**src/rtl/led_row_scan.sv**
```systemverilog
`timescale 1ns/1ps
module led_row_scan #(
  parameter int COLS   = 45,
  parameter int ROWS   = 16,
  parameter int DIV_W  = 8,
  parameter int TIME_W = 20,
  parameter int BLANK  = 2,
  localparam int NBITS = 2 * COLS,
  localparam int BIT_W = $clog2(NBITS),
  localparam int COL_W = BIT_W - 1,
  localparam int ROW_W = $clog2(ROWS)
)(
  input  logic              clk,
  input  logic              rst_n,
  input  logic [DIV_W-1:0]  half_period,
  input  logic [TIME_W-1:0] row_time,
  output logic [ROW_W-1:0]  fb_row,
  output logic [COL_W-1:0]  fb_col,
  input  logic [3:0]        fb_pix,
  output logic              shift_clk,
  output logic              shift_data,
  output logic              col_strobe,
  output logic [ROW_W-1:0]  row_sel,
  output logic              col_oe,
  output logic              dark_miss
);
  localparam int BC_W = $clog2(BLANK + 1);

  typedef enum logic [1:0] {S_WAIT, S_BLANK, S_ON} scan_t;

  scan_t             state;
  logic [BC_W-1:0]   bcnt;
  logic [TIME_W:0]   tmr;
  logic              sub_q;

  logic              busy;
  logic [BIT_W-1:0]  bidx;
  logic [DIV_W-1:0]  dcnt;
  logic              sclk_q;
  logic [ROW_W-1:0]  lrow;
  logic              lsub;

  logic latch_now, half_tick;

  assign latch_now  = (state == S_BLANK) && (bcnt == '0);
  assign half_tick  = ({1'b0, dcnt} + 1'b1) >= {1'b0, half_period};
  assign fb_row     = lrow;
  assign fb_col     = bidx[BIT_W-1:1];
  assign shift_data = busy && fb_pix[{bidx[0], lsub}];
  assign shift_clk  = sclk_q;
  assign col_strobe = latch_now;
  assign col_oe     = (state == S_ON);

  always_ff @(posedge clk) begin
    if (!rst_n) begin
      busy   <= 1'b1;
      bidx   <= BIT_W'(NBITS - 1);
      dcnt   <= '0;
      sclk_q <= 1'b0;
      lrow   <= '0;
      lsub   <= 1'b0;
    end else if (latch_now) begin
      busy   <= 1'b1;
      bidx   <= BIT_W'(NBITS - 1);
      dcnt   <= '0;
      sclk_q <= 1'b0;
      if (lrow == ROW_W'(ROWS - 1)) begin
        lrow <= '0;
        lsub <= ~lsub;
      end else begin
        lrow <= lrow + 1'b1;
      end
    end else if (busy) begin
      if (half_tick) begin
        dcnt <= '0;
        if (!sclk_q) begin
          sclk_q <= 1'b1;
        end else begin
          sclk_q <= 1'b0;
          if (bidx == '0) busy <= 1'b0;
          else            bidx <= bidx - 1'b1;
        end
      end else begin
        dcnt <= dcnt + 1'b1;
      end
    end
  end

  always_ff @(posedge clk) begin
    if (!rst_n) begin
      state     <= S_WAIT;
      bcnt      <= '0;
      tmr       <= '0;
      row_sel   <= '0;
      sub_q     <= 1'b0;
      dark_miss <= 1'b0;
    end else begin
      case (state)
        S_WAIT: begin
          if (!busy) begin
            state <= S_BLANK;
            bcnt  <= '0;
          end
        end
        S_BLANK: begin
          if (bcnt == '0) begin
            row_sel <= lrow;
            sub_q   <= lsub;
          end
          if (bcnt == BC_W'(BLANK - 1)) begin
            state <= S_ON;
            tmr   <= sub_q ? {row_time, 1'b0} : {1'b0, row_time};
          end else begin
            bcnt <= bcnt + 1'b1;
          end
        end
        default: begin
          if (tmr <= 1) begin
            bcnt <= '0;
            if (busy) begin
              dark_miss <= 1'b1;
              state     <= S_WAIT;
            end else begin
              state <= S_BLANK;
            end
          end else begin
            tmr <= tmr - 1'b1;
          end
        end
      endcase
    end
  end
endmodule

```
**config.mk**
```make
export PLATFORM = sky130hd
export DESIGN_NAME = led_row_scan
export DESIGN_NICKNAME = d
export VERILOG_FILES = /design/src/rtl/led_row_scan.sv
export SDC_FILE = /design/constraint.sdc
export NUM_CORES = 1
export LEC_CHECK = 0
export BUFFER_PORTS_ARGS = -buffer_cell sky130_fd_sc_hd__buf_4
export CAP_MARGIN = 10
export CORE_MARGIN = 10
export CORE_UTILIZATION = 35
export DETAILED_ROUTE_END_ITERATION = 7
export HOLD_SLACK_MARGIN = 0.08
export SKIP_CTS_REPAIR_TIMING = 1
export SKIP_LAST_GASP = 1
export SLEW_MARGIN = 20
export SYNTH_ARGS = -nofsm -noshare
export SYNTH_HDL_FRONTEND = slang
export SYNTH_SLANG_ARGS = --single-unit
```
**constraint.sdc**
```tcl
create_clock -name clk -period 2.9 [get_ports clk]
set_input_delay 0.435 -clock clk [delete_from_list [all_inputs] [get_ports clk]]
set_output_delay 0.435 -clock clk [all_outputs]
set_load 0.005 [all_outputs]
```
==> impl_metrics.tcl, run 1 <==
set metrics [dict create \
    reg2regPathDepth 10 \
    yosysMostFrequentCell "dfxtp_1" \
    cp.arrival_ns 2.90 \
    slowest_stage "or4_1" \
    die_y_um 116 \
    syn_inst 416 \
    finalSetupViolations 0 \
    final_cells 572 \
    synth_top_area_share_pct 32.9 \
    nets 513 \
    cts_tree "yes" \
    fin_util_pct 43.4 \
    slowest_delay_ns 0.48 \
    antenna_found_initial 0 \
    grt_pass1_vias 2937 \
    vdd_drop_max_uv 174 \
    drive_gt1_share_pct 18.5 \
    fin_crit_sh_pct 91.8 \
    htreeDepth 2 \
    synth_warnings 0 \
    dp_cells 563 \
    critPathBufInv 0 \
    status "finished clean" \
    wire_per_inst_um 15.0 \
    clock-skew-final_ns 0.0119 \
    synth_edf_count 0 \
    min_from "rst_n" \
    ys_types 51 \
    grt_max_degree 23 \
    slew_headroom_pct 59.7 \
    required_ns 3.13 \
    criticalPathCategory "reg2reg" \
    end_kind "flip-flop" \
    die_w_um 116 \
    start_kind "flip-flop" \
    totalWireLength_um 8560 \
    whs_path_depth 2 \
    cts_root_buffer "clkbuf_8" \
    clkSlewWorstSetupHoldPaths_ns 0.10 \
    drt_iter0_markers 164 \
    crit_fanout 6 \
    core_um2 8850 \
    cts_buffers 5 \
    pin_count 53 \
    vias_per_cell 5.48 \
    place.gp.congestion 0.854 \
    initial_utilization_pct 36.5 \
    cap_violations 0 \
    rr_startpoint "dcnt[0]" \
    min_path_type "in2reg" \
    fmaxAchievable_mhz 376 \
    layout_setup_ws_ns 0.237 \
    netlist_area_um2 3230 \
    grt_pass1_wl_um 14000 \
    whs_endpoint "tmr[17]" \
    timing.final.crit_period_ns 2.66 \
    diodes 0 \
    p_per_area_nw_per_um2 354 \
    drcViolationCount 0 \
    ys_ff_latch 53 \
    cts.path.max_buffers 2 \
    path_cells "ha_1 -> nand3_2 -> nor2_2 -> xor2_1 -> ha_1 -> a21o_1 -> a21oi_1 -> o21ai_2 -> or4_1 -> a21oi_1" \
    overflow 0 \
    yosys-top-cells-count "dfxtp_1 (53), nand2_1 (50), nor2_1 (50)" \
    leakage_nw 1.53 \
    synth_fp_nets 466 \
    reg2reg_setup_slack_ns 0.24 \
    critical_path.top_delay_family "simple AND/OR/NAND/NOR gates" \
    rows 34 \
    dr.pass1.iters 5 \
    worstMarginPinSlew_ns 0.603 \
    cts_num_sinks 53 \
    drtAntennaViolNets 0 \
    die_area_um2 13500 \
    syn_area_per_cell_um2 7.75 \
    hold_viol 0 \
    clock_latency_ns 0.31 \
    area_growth_syn_to_layout_pct 19.2 \
    dp_slack_ns 0.120 \
    rsz0062_at_grt "true" \
    dp_hpwl_um 6380 \
    synthDominantAreaCellType "dfxtp_1" \
    r2r-end "dcnt[0]" \
    synth_top_flop_cell "dfxtp_1" \
    io_buffers 52 \
    grt.total_usage_pct 12.5 \
    vias 3132 \
    drv_slew 0 \
    ys_seq_area_share_pct 32.9 \
    yosys-top-cells-area "dfxtp_1 (33%), ha_1 (6.2%), nand2_1 (5.8%)" \
    synth-async-reset-ratio_pct 0 \
]
## per-layer routing
metal,vias up,share of wire (%),global-route usage (%),wire length [um]
met3,10,4.5,2.43,382
met2,73,48,21.1,4130
met5,-,0,0,0
met1,1454,46,15.8,3950
li1,1595,-,-,-
met4,0,1.1,3.92,94
## area by class of cell
cell class	instances	area (um^2)
clock buffer	7	86.3
fill	915	5000
inverter	19	71.3
timing repair buffer	61	458
multi-input combinational	323	2000
sequential	53	1060
tap	108	135
clock inverter	1	30.0
## kinds of logic (layout without fill, tap and decap cells)
family / after synthesis / in the layout / synth area share [%]
AO/OA/AOI/OAI: 106 / 106 / 20.2
XOR/XNOR: 12 / 12 / 3.26
adder cells (fa/ha/maj): 16 / 16 / 6.21
buffers and inverters: 40 / 88 / 5.78
flip-flops: 53 / 53 / 32.9
multiplexers: 20 / 20 / 6.63
AND/OR/NAND/NOR: 169 / 169 / 25.0
## flip-flops by register name (all words and copies together) (netlist names)
signal and count:
row_sel 4, state 2, bidx 7, shift_clk 1, fb_row 4, lsub 1, dcnt 8, tmr 21
sub_q 1, dark_miss 1, busy 1, bcnt 2
## layout by cell type, fill, tap and decap left out, types with 3 or more instances in the layout
cell type  Yosys  final
and3_1         4      4
a21oi_2        1      3
buf_4          7     61
inv_1         17     17
nand3_1       23     22
dfxtp_1       53     53
o21ai_0       16     16
a311oi_1       4      4
nand4_1        5      5
clkbuf_8       0      6
nor4_1         7      7
o211ai_1       3      3
nand4b_1       5      5
a211oi_1       4      4
nor3_1        10     10
a21oi_1       37     35
a31oi_1       10     10
nor2_1        50     48
nand2_1       50     50
o21ai_1       10      9
ha_1          16     16
o21a_1         4      4
o311ai_0       5      5
o22ai_1        3      3
xor2_1         5      5
xnor2_1        7      7
mux2i_1       18     18
## stage by stage
stage	hold WS [ns]	total power [mW]	area, um^2	setup TNS, ns
2_1_floorplan	0.439	0.800	3230	0
3_3_place_gp	0.450	0.856	3700	0
3_5_place_dp	0.452	0.858	3700	0
4_1_cts	0.410	1.38	3810	0
5_1_grt	0.411	1.43	3840	-0.0478
6_report	0.421	1.36	3840	0
## power breakdown
| part | total [mW] | leakage (nW) | switching [mW] | internal, mW |
|---|---|---|---|---|
| clock | 0.522 | 0.0585 | 0.240 | 0.282 |
| combinational | 0.104 | 1.05 | 0.0480 | 0.0560 |
| sequential | 0.736 | 0.428 | 0.00492 | 0.731 |
## worst max path at each step
stage / startpoint / slack (ns) / endpoint / cells after the start
6_report: dcnt[0] / 0.24 / dcnt[0] / 10
5_1_grt: dcnt[2] / -0.05 / bidx[6] / 11
4_1_cts: dcnt[0] / 0.10 / dcnt[4] / 12
3_5_place_dp: dcnt[0] / 0.12 / dcnt[3] / 12
3_3_place_gp: dcnt[0] / 0.22 / dcnt[3] / 12
2_1_floorplan: dcnt[0] / 0.38 / dcnt[3] / 11
(Power assumes the default switching activity.)
==> run 2, diff against run 1 <==
CORE_MARGIN = 5   (was 10)
==> impl_metrics.tcl, run 2 (synthesis results as in run 1) <==
set metrics [dict create \
    fill_cells 969 \
    post_dp_cell_area_um2 3710 \
    layout_common_cells "buf_4 (62), dfxtp_1 (53), nand2_1 (50)" \
    top_regs "tmr (21), dcnt (8), bidx (7)" \
    place.gp.congestion 0.846 \
    required_ns 3.13 \
    maxUsedRoutingLayer "met4" \
    dr_wl_met2_um 3880 \
    status "finished clean" \
    grt.total_usage_pct 14.4 \
    drt_iter0_markers 133 \
    tns_ns 0 \
    cts_tree "yes" \
    core_um2 9110 \
    vias 3085 \
    whs_path_depth 2 \
    design_area_um2 3820 \
    initial_utilization_pct 35.4 \
    htreeDepth 2 \
    timing.final.crit_period_ns 2.62 \
    min_from "rst_n" \
    whs_endpoint "tmr[17]" \
    rsz0062_at_grt "false" \
    overflow 0 \
    clock_latency_ns 0.31 \
    multi_input_area_um2 1980 \
    grt_max_degree 23 \
    cp.arrival_ns 2.85 \
    grt_pass1_wl_um 13600 \
    cap_violations 0 \
    r2r-end "dcnt[0]" \
    hold_viol 0 \
    finalSetupViolations 0 \
    met1Wirelength_um 3910 \
    antenna_found_initial 0 \
    switching_share_pct 23.0 \
    fmaxAchievable_mhz 382 \
    pin_count 53 \
    vdd_drop_max_uv 194 \
    drv_slew 0 \
    end_kind "flip-flop" \
    holdWs_ns 0.419 \
    cts.path.max_buffers 2 \
    worstMarginPinSlew_ns 0.546 \
    io_buffers 52 \
    final_common_cell "buf_4" \
    min_path_type "in2reg" \
    area_growth_syn_to_layout_pct 18.4 \
    nets 514 \
    clkSlewWorstSetupHoldPaths_ns 0.09 \
    p_seq_share_pct 56.4 \
    slew_headroom_pct 63.3 \
    p_comb_share_pct 8.0 \
    cts_num_sinks 53 \
    reg2regPathDepth 10 \
    clock-skew-final_ns 0.00869 \
    start_kind "flip-flop" \
    drive_gt1_share_pct 17.6 \
    totalWireLength_um 8200 \
    die_y_um 106 \
    die_w_um 106 \
    intPower_mw 1.00 \
    dr.pass1.iters 4 \
    vias_per_cell 5.36 \
    crit_fanout 6 \
    die_area_um2 11200 \
    leakage_nw 1.53 \
    wire_per_inst_um 14.2 \
    grt_pass1_vias 2822 \
    regArea_um2 1060 \
    cts_buffers 5 \
    largest_reg_flops 21 \
    reg2reg_setup_slack_ns 0.28 \
    p_per_area_nw_per_um2 342 \
    dp_hpwl_um 6180 \
    fin_crit_sh_pct 90.2 \
    rr_startpoint "dcnt[0]" \
    criticalPathCategory "reg2reg" \
    p_sw_mw 0.300 \
    cts_root_buffer "clkbuf_8" \
    diodes 0 \
    top_register "tmr" \
    route.met3.wl_um 297 \
    rows 35 \
    clkPwrFrac_pct 35.5 \
    drcViolationCount 0 \
    p_total_mw 1.30 \
    drtAntennaViolNets 0 \
]
run 2: per-layer routing:
layer,vias to the layer above,track usage (%)
met2,63,23.6
met1,1422,19.7
met4,0,4.07
li1,1590,-
met5,-,0
met3,10,2.25
run 2: cell type report:
cell class / count / area share (%)
well taps: 111 / 3.64
clock buffers: 7 / 2.52
inverters: 19 / 1.87
clock inverters: 1 / 0.131
repair buffers: 62 / 12.2
multi-input cells: 323 / 51.9
flip-flops and latches: 53 / 27.8
run 2: power groups by stage:
stage	Clock [mW]	Combinational, mW	Sequential, mW
finish	0.463	0.105	0.736
CTS	0.475	0.107	0.736
global route	0.499	0.117	0.737
floorplan	0	0.0477	0.752
detailed placement	0	0.106	0.753
global placement	0	0.103	0.753
run 2: how the worst max path moves through the flow:
stage / depth (start not counted) / startpoint / to / slack (ns)
after floorplan: 11 / dcnt[0] / dcnt[3] / 0.38
after global placement: 10 / dcnt[0] / dcnt[0] / 0.37
after detailed placement: 10 / dcnt[0] / dcnt[0] / 0.27
after CTS: 10 / dcnt[0] / dcnt[0] / 0.24
after global routing: 12 / dcnt[0] / dcnt[3] / 0.007
final: 10 / dcnt[0] / dcnt[0] / 0.28
run 2: worst max-delay path, cell delays in order, from the launching register on:
cell	delay, ns
dfxtp_1	0.41
ha_1	0.26
nand3_1	0.13
nor2_2	0.18
xor2_1	0.16
ha_1	0.26
a21o_1	0.16
a21oi_1	0.17
o21ai_1	0.19
or4_1	0.51
a21oi_1	0.13
run 2: stage by stage:
| step | util (%) | setup slack [ns] | cells |
|---|---|---|---|
| after global routing | 41.9 | 0.00692 | 576 |
| after CTS | 41.9 | 0.240 | 576 |
| after floorplan | - | 0.385 | 416 |
| final | 41.9 | 0.283 | 576 |
| after detailed placement | 40.8 | 0.265 | 568 |
| after global placement | 40.8 | 0.366 | 568 |
==> run 3, diff against run 2 <==
CORE_UTILIZATION = 37   (was 35)
==> impl_metrics.tcl, run 3 (synthesis results as in run 1) <==
set metrics [dict create \
    grt_pass1_wl_um 13500 \
    clock_latency_ns 0.31 \
    worstMarginPinSlew_ns 0.902 \
    area_growth_syn_to_layout_pct 18.9 \
    status "finished clean" \
    slowest_delay_ns 0.50 \
    vias_per_cell 5.42 \
    vdd_drop_max_uv 190 \
    clkPwrFrac_pct 38.3 \
    path_cells "ha_1 -> nand3_1 -> nor2_2 -> xor2_1 -> ha_1 -> a21o_1 -> a21oi_1 -> o21ai_1 -> or4_1 -> a21oi_1" \
    design_area_um2 3830 \
    cts.path.max_buffers 2 \
    antenna_found_initial 0 \
    die_w_um 103 \
    reg2reg_setup_slack_ns 0.23 \
    multi_input_area_um2 1990 \
    top_register "tmr" \
    leakage_nw 1.53 \
    tns_ns 0 \
    fin_util_pct 44.6 \
    die_y_um 103 \
    p_per_area_nw_per_um2 355 \
    cts_root_buffer "clkbuf_8" \
    cts_buffers 5 \
    io_buffers 52 \
    fmaxAchievable_mhz 374 \
    place.gp.congestion 0.819 \
    totalWireLength_um 8400 \
    layout_common_cells "buf_4 (62), dfxtp_1 (53), nand2_1 (50)" \
    rows 34 \
    largest_reg_flops 21 \
    p_seq_share_pct 54.1 \
    cp.arrival_ns 2.92 \
    wire_per_inst_um 14.7 \
    htreeDepth 2 \
    required_ns 3.14 \
    dp_hpwl_um 6310 \
    slew_headroom_pct 39.8 \
    whs_path_depth 2 \
    fill_cells 883 \
    regArea_um2 1060 \
    finalSetupViolations 0 \
    grt_max_degree 19 \
    grt_pass1_vias 2747 \
    cts_num_sinks 53 \
    slowest_stage "or4_1" \
    diodes 0 \
    hold_viol 0 \
    pin_count 53 \
    switching_share_pct 23.1 \
    p_comb_share_pct 7.6 \
    intPower_mw 1.05 \
    clkSlewWorstSetupHoldPaths_ns 0.10 \
    top_regs "tmr (21), dcnt (8), bidx (7)" \
    initial_utilization_pct 37.5 \
    vias 3103 \
    clock-skew-final_ns 0.00875 \
    nets 514 \
    drt_iter0_markers 173 \
    drcViolationCount 0 \
    min_path_type "in2reg" \
    dr.pass1.iters 4 \
    die_area_um2 10700 \
    post_dp_cell_area_um2 3710 \
    drive_gt1_share_pct 18.1 \
    grt.total_usage_pct 15.9 \
    drv_slew 0 \
    fin_crit_sh_pct 92.1 \
    cap_violations 0 \
    overflow 0 \
    core_um2 8590 \
    end_kind "flip-flop" \
    reg2regPathDepth 10 \
    p_sw_mw 0.315 \
    timing.final.crit_period_ns 2.67 \
    rsz0062_at_grt "false" \
    final_common_cell "buf_4" \
    drtAntennaViolNets 0 \
    crit_fanout 6 \
    cts_tree "yes" \
    criticalPathCategory "reg2reg" \
    start_kind "flip-flop" \
]
[run 3: layer usage]
layer / GRT usage (%) / vias to the layer above / wire length, um
met1: 22.5 / 1434 / 3980
met5: 0 / - / 0
met4: 4.58 / 0 / 101
met2: 24.7 / 63 / 3900
met3: 2.95 / 10 / 409
li1: - / 1596 / -
[run 3: stage by stage]
stage	setup slack (ns)	std cells	power (mW)	hold WS (ns)
after floorplan	0.385	416	0.800	0.439
final	0.229	573	1.36	0.412
after detailed placement	0.251	565	0.858	0.460
after global routing	0.0278	573	1.42	0.394
after global placement	0.315	565	0.857	0.452
after CTS	0.129	573	1.38	0.401
[run 3: power by group through the flow]
stage / sequential [mW] / clock (mW) / combinational [mW]
6_report: 0.736 / 0.521 / 0.104
3_5_place_dp: 0.753 / 0 / 0.104
3_3_place_gp: 0.753 / 0 / 0.104
5_1_grt: 0.737 / 0.567 / 0.115
4_1_cts: 0.736 / 0.535 / 0.105
2_1_floorplan: 0.752 / 0 / 0.0477
[run 3: area by class of cell]
| cell class | count | share of cell area, % |
|---|---|---|
| multi-input cells | 323 | 51.8 |
| flip-flops and latches | 53 | 27.7 |
| repair buffers | 62 | 12.1 |
| well taps | 108 | 3.52 |
| inverters | 19 | 1.86 |
| clock buffers | 5 | 1.79 |
| clock inverters | 3 | 1.21 |
[run 3: worst paths after layout]
| check | startpoint | to |
|---|---|---|
| hold / removal | rst_n | tmr[19] |
| setup / recovery | dcnt[0] | dcnt[0] |
| setup reg to reg | dcnt[0] | dcnt[0] |
| hold reg to reg | row_sel[3] | row_sel[3] |
[run 3: worst max-delay path, delay by kind of cell (launching register included)]
family	cells	cell delay, ns
xor gates and xnor gates	1	0.17
AOI/OAI and AO/OA	4	0.67
DFF	1	0.41
and+or+nand+nor	3	0.83
adders and majority gates	2	0.52
